<file path="src/rtl/tdm_link.sv">
module tdm_link #(
  parameter int SLOTS     = 128,
  parameter int SLOT_BITS = 8
) (
  input  logic                         clk,
  input  logic                         rst,
  input  logic                         mode_dbl,
  output logic                         fs_n,
  input  logic [SLOT_BITS-1:0]         tx_data,
  input  logic                         tx_valid,
  output logic                         tx_ready,
  output logic                         tx_sd,
  output logic                         tx_underrun,
  input  logic                         rx_sd,
  output logic [SLOT_BITS-1:0]         rx_data,
  output logic [$clog2(SLOTS)-1:0]     rx_slot,
  output logic                         rx_valid,
  input  logic                         rx_ready
);
  localparam int FBITS = SLOTS * SLOT_BITS;
  localparam int CW    = $clog2(FBITS);
  localparam int BW    = $clog2(SLOT_BITS);

  logic [CW-1:0]        bit_cnt;
  logic                 phase, mode_q;
  logic [SLOT_BITS-1:0] tx_sh, rx_sh;
  logic                 adv, slot_end, frame_end;

  assign adv       = !mode_q || phase;
  assign slot_end  = adv && (bit_cnt[BW-1:0] == '1);
  assign frame_end = adv && (bit_cnt == CW'(FBITS - 1));
  assign fs_n      = rst || !frame_end;
  assign tx_ready  = slot_end && !rst;

  always_ff @(posedge clk) begin
    if (rst) begin
      bit_cnt <= CW'(FBITS - 1);
      phase   <= 1'b1;
      mode_q  <= mode_dbl;
    end else begin
      phase <= mode_q && !phase;
      if (adv) bit_cnt <= frame_end ? '0 : bit_cnt + 1'b1;
      if (frame_end) mode_q <= mode_dbl;
    end
  end

  always_ff @(posedge clk) begin
    if (rst) begin
      tx_sh       <= '1;
      tx_underrun <= 1'b0;
    end else if (slot_end) begin
      tx_sh <= tx_valid ? tx_data : '1;
      if (!tx_valid) tx_underrun <= 1'b1;
    end else if (adv) begin
      tx_sh <= {tx_sh[SLOT_BITS-2:0], 1'b1};
    end
  end

  always_ff @(negedge clk) begin
    if (rst) tx_sd <= 1'b1;
    else     tx_sd <= tx_sh[SLOT_BITS-1];
  end

  always_ff @(posedge clk) begin
    if (rst) begin
      rx_sh    <= '0;
      rx_data  <= '0;
      rx_slot  <= '0;
      rx_valid <= 1'b0;
    end else begin
      if (adv) rx_sh <= {rx_sh[SLOT_BITS-2:0], rx_sd};
      if (slot_end) begin
        rx_data  <= {rx_sh[SLOT_BITS-2:0], rx_sd};
        rx_slot  <= bit_cnt[CW-1:BW];
        rx_valid <= 1'b1;
      end else if (rx_ready) begin
        rx_valid <= 1'b0;
      end
    end
  end


  fs_single_clock_chk: assert property (@(posedge clk) disable iff (rst)
    !fs_n |=> fs_n);


  underrun_sticky_chk: assert property (@(posedge clk) disable iff (rst)
    tx_underrun |=> tx_underrun);


  rx_hold_chk: assert property (@(posedge clk) disable iff (rst)
    (rx_valid && !rx_ready && !tx_ready) |=>
      (rx_valid && $stable(rx_data) && $stable(rx_slot)));


  mode_at_boundary_chk: assert property (@(posedge clk) disable iff (rst)
    (mode_q != $past(mode_q)) |-> $past(!fs_n));


  ready_at_slot_end_chk: assert property (@(posedge clk) disable iff (rst)
    tx_ready |=> !tx_ready);
endmodule

</file>
<file path="config.mk">
export PLATFORM = sky130hd
export DESIGN_NAME = tdm_link
export DESIGN_NICKNAME = d
export VERILOG_FILES = /design/src/rtl/tdm_link.sv
export SDC_FILE = /design/constraint.sdc
export NUM_CORES = 1
export LEC_CHECK = 0
export BUFFER_PORTS_ARGS = -buffer_cell sky130_fd_sc_hd__buf_4
export CORE_MARGIN = 5
export CORE_UTILIZATION = 58
export CTS_CLUSTER_DIAMETER = 40
export DETAILED_ROUTE_END_ITERATION = 8
export HOLD_SLACK_MARGIN = 0.05
export PLACE_DENSITY = 0.83
export REMOVE_ABC_BUFFERS = 1
export SYNTH_ARGS = -nofsm -noshare
export SYNTH_HDL_FRONTEND = slang
export SYNTH_SLANG_ARGS = --single-unit
</file>
<file path="constraint.sdc">
create_clock -name clk -period 4.24 [get_ports clk]
set_clock_uncertainty 0.15 [all_clocks]
set_input_delay 0.848 -clock clk [delete_from_list [all_inputs] [get_ports clk]]
set_output_delay 0.848 -clock clk [all_outputs]
set_load 0.05 [all_outputs]
</file>
Yosys cells after proc, flatten, opt, wreduce, memory -nomap -nowiden
Cells that the tools add are included.
Word-level totals
  flip-flop bits (word level): 45
  bits in latches: 0
  RAM bits: 0
  bits in read-only memories: 0
  input bits: 14
  output and inout bits: 20
  word-level logic and storage cells: 36
  memories kept: 0
Cells by class
  $add $sub $neg: 1
  multiply operators: 0
  div/mod/pow operators: 0
  order comparisons: 0
  equality and inequality tests: 2
  shifts and indexed selects: 0
  muxes and demuxes: 8
  bitwise operators: 1
  reduce and logical (&&, ||, !) cells: 14
Operator list (count)
  $mux 8: 3
  $add 10x1->10 const B: 1
  $eq 10x10->1 const B: 1
  $mux 10: 1
  $reduce_bool 2->1: 3
  $logic_and 1x1->1: 4
  $logic_not 1->1: 4
  $mux 1: 4
  $eq 3x3->1 const B: 1
  $logic_or 1x1->1: 2
  $reduce_and 2->1: 1
  $not 1->1: 1

Longest topological paths before layout
  word-level depth: 5
  gate-level depth with buffers: 8
  mapped depth without buffers: 5

==> results.md <==
- Status: complete, no violations
- Crit path kind: reg2out
- Pleak: 0.856 nW
- First-pass GRT wire length: 5510 um
- Share of cells above drive strength 1: 0.197
- Initial antenna violation count: 0
- Die Span Y: 65.9 um
- Post-synthesis register bit count: 45
- Total Wirelength: 3180 um
- Critical-path cell list: buf_4
- Buf+Inv Stages, Crit Path: 1
- Post-layout nets: 259
- Die Width: 65.9 um
- Startpoint types: flip-flop
- Pre-antenna DRT Iters: 4
- TritonCTS buffer count: 5
- Core box area: 3030 sq um
- Layout area overhead: 16.6%
- Pins Over Slew Limit: 0
- Die area: 4350 sq um
- # diodes: 0
- Slowest CP cell: dfxtp_1
- Internal power: 0.836 mW
- Clock Sinks: 45
- Residual DRC count: 0
- FFs w/ async S/R, synth: 0
- Row Count: 20
- Cells after Synth: 215
- Hpwl dp: 2210 um
- Final setup vio count: 0
- PwrDens: 680 nW/um^2
- Delay-heaviest family, CP: flip-flops
- Clock Tree Buf Depth: 2
- EDFF count, synth: 1
- Cts repair resizes: 0
- Yosys warns: 0
- Rel. slew slack: 0.611
- Mapped Area: 1810 sq um
- Clk root buf: clkbuf_4
- CP Data Arrival Time: 3000 ps
- 1st-iter DRT viols: 71
- Fin. Hold Viols: 0
- Vias in the first global route: 1302
- Post-cts hold buffer count: 0
- Critical Path RT: 3240 ps
- Synth Flop Type: dfxtp_1
- CTS tree: built
- Routed WL per cell: 11.0 um
- Post-synthesis sequential area ratio: 0.502
- Antenna Nets Post-Route: 0
- Worst-path clk slew: 110 ps
- Power share of the clock group: 0.143
- Sequential Power Share: 0.411
- H-Tree Depth: 2
- Final WS setup: 246 ps
- HP Class: reg2reg
- Final Hold Slack: 311 ps
- Crit path largest cell delay: 300 ps
- Gr usage total: 0.162
- RSZ-0062 raised after global routing: false
- Combinational power share: 0.445
- P_sw: 0.604 mW
- Final setup TNS: 0 ps
- Starting density of the core: 0.599
- Switching share of power: 0.419
- Largest net degree at the start of global routing: 30
- GPL Wtd Cong: 0.767
- Via Count: 1495
- Commonest non-fill, non-tap cell in the layout: nand2_1
- Most frequent cells in the layout: nand2_1, dfxtp_1, buf_4
- GRT Residual Overflow: 0
- Maximum VDD drop: 0.369 mV
- Post-synth cell types: 33
- I/O pin cnt: 34
- Worst slew pin tran: 584 ps
- Worst Path Max Fanout: 1
- Total of max-cap violations: 0
- Worst slack, placed: 629 ps
- # port buffers: 33
- Setup crit end kind: output pin
- Vias per inst: 5.19
- Clk_lat worst skew: 350 ps
- Postcts setup bufs: 0
- Synthesized area per cell: 8.44 sq um
-- layout make-up --
cell class	instances	area, sq um
repair buffers	37	278
fillers	275	912
inverters	1	3.75
well taps	44	55.1
multi-input cells	152	805
flip-flops and latches	45	911
clock inverters	3	12.5
clock buffers	6	51.3
-- state kept, by name, summed over array words and instances (netlist names) --
signal / count
bit_cnt: 10
mode_q: 1
phase: 1
rx_data: 8
rx_sh: 7
rx_slot: 7
rx_valid: 1
tx_sd: 1
tx_sh: 8
tx_underrun: 1
-- cell families (layout without fill, tap and decap cells) --
group	count (synthesis)	after routing	synth area share
compound gates	40	40	0.129
fa+ha+maj	2	2	0.0138
xor+xnor	6	6	0.0290
simple gates	104	104	0.272
flops	45	45	0.502
buf+inv	18	47	0.0545
-- metal layers --
layer / up-vias / global-route usage / wire [um]
met5: - / 0 / 0
met4: 0 / 0.0533 / 51
met3: 7 / 0.0578 / 228
met2: 38 / 0.277 / 1440
met1: 668 / 0.189 / 1470
li1: 782 / - / -
-- final timing paths --
| kind | slack, ps | to | cells after the start | from |
|---|---|---|---|---|
| worst max-delay path | 250 | tx_sd | 1 | tx_sd |
| worst min-delay path | 310 | rx_sh[6] | 2 | rx_sh[6] |
| worst max register to register | 1290 | tx_sd | 1 | tx_sh[7] |
| worst min register to register | 310 | rx_sh[6] | 2 | rx_sh[6] |
-- synthesized netlist by cell type, types with 2 or more instances --
| library cell | instances | area [sq um] |
|---|---|---|
| buf_4 | 4 | 30.0 |
| and3_1 | 3 | 18.8 |
| nand4_1 | 3 | 18.8 |
| o21ai_0 | 2 | 10.0 |
| xor2_1 | 3 | 26.3 |
| clkbuf_1 | 4 | 15.0 |
| a21o_1 | 2 | 15.0 |
| nor2_1 | 4 | 15.0 |
| nand2_1 | 63 | 236 |
| nand3b_1 | 6 | 45.0 |
| ha_1 | 2 | 25.0 |
| xnor2_1 | 3 | 26.3 |
| and2_1 | 3 | 18.8 |
| nand2b_1 | 3 | 18.8 |
| dfxtp_1 | 44 | 881 |
| buf_2 | 7 | 35.0 |
| o211ai_1 | 6 | 45.0 |
| nand3_1 | 13 | 65.1 |
| a21oi_1 | 25 | 125 |
| o311ai_1 | 2 | 17.5 |
-- per-stage QoR --
step	area (sq um)	instances	util	power, mW
2_1_floorplan	1720	199	-	1.09
3_3_place_gp	2060	280	0.679	1.24
3_5_place_dp	2060	280	0.679	1.25
4_1_cts	2120	288	0.699	1.45
5_1_grt	2120	288	0.699	1.55
6_report	2120	288	0.699	1.44
-- power by group through the flow --
| stage | logic [mW] | clock network, mW | registers [mW] |
|---|---|---|---|
| 5_1_grt | 0.707 | 0.236 | 0.607 |
| 4_1_cts | 0.647 | 0.216 | 0.591 |
| 6_report | 0.641 | 0.207 | 0.592 |
| 3_5_place_dp | 0.646 | 0.00295 | 0.602 |
| 3_3_place_gp | 0.640 | 0.00295 | 0.598 |
| 2_1_floorplan | 0.360 | 0.00295 | 0.724 |
Power figures use the tool's default switching activity.
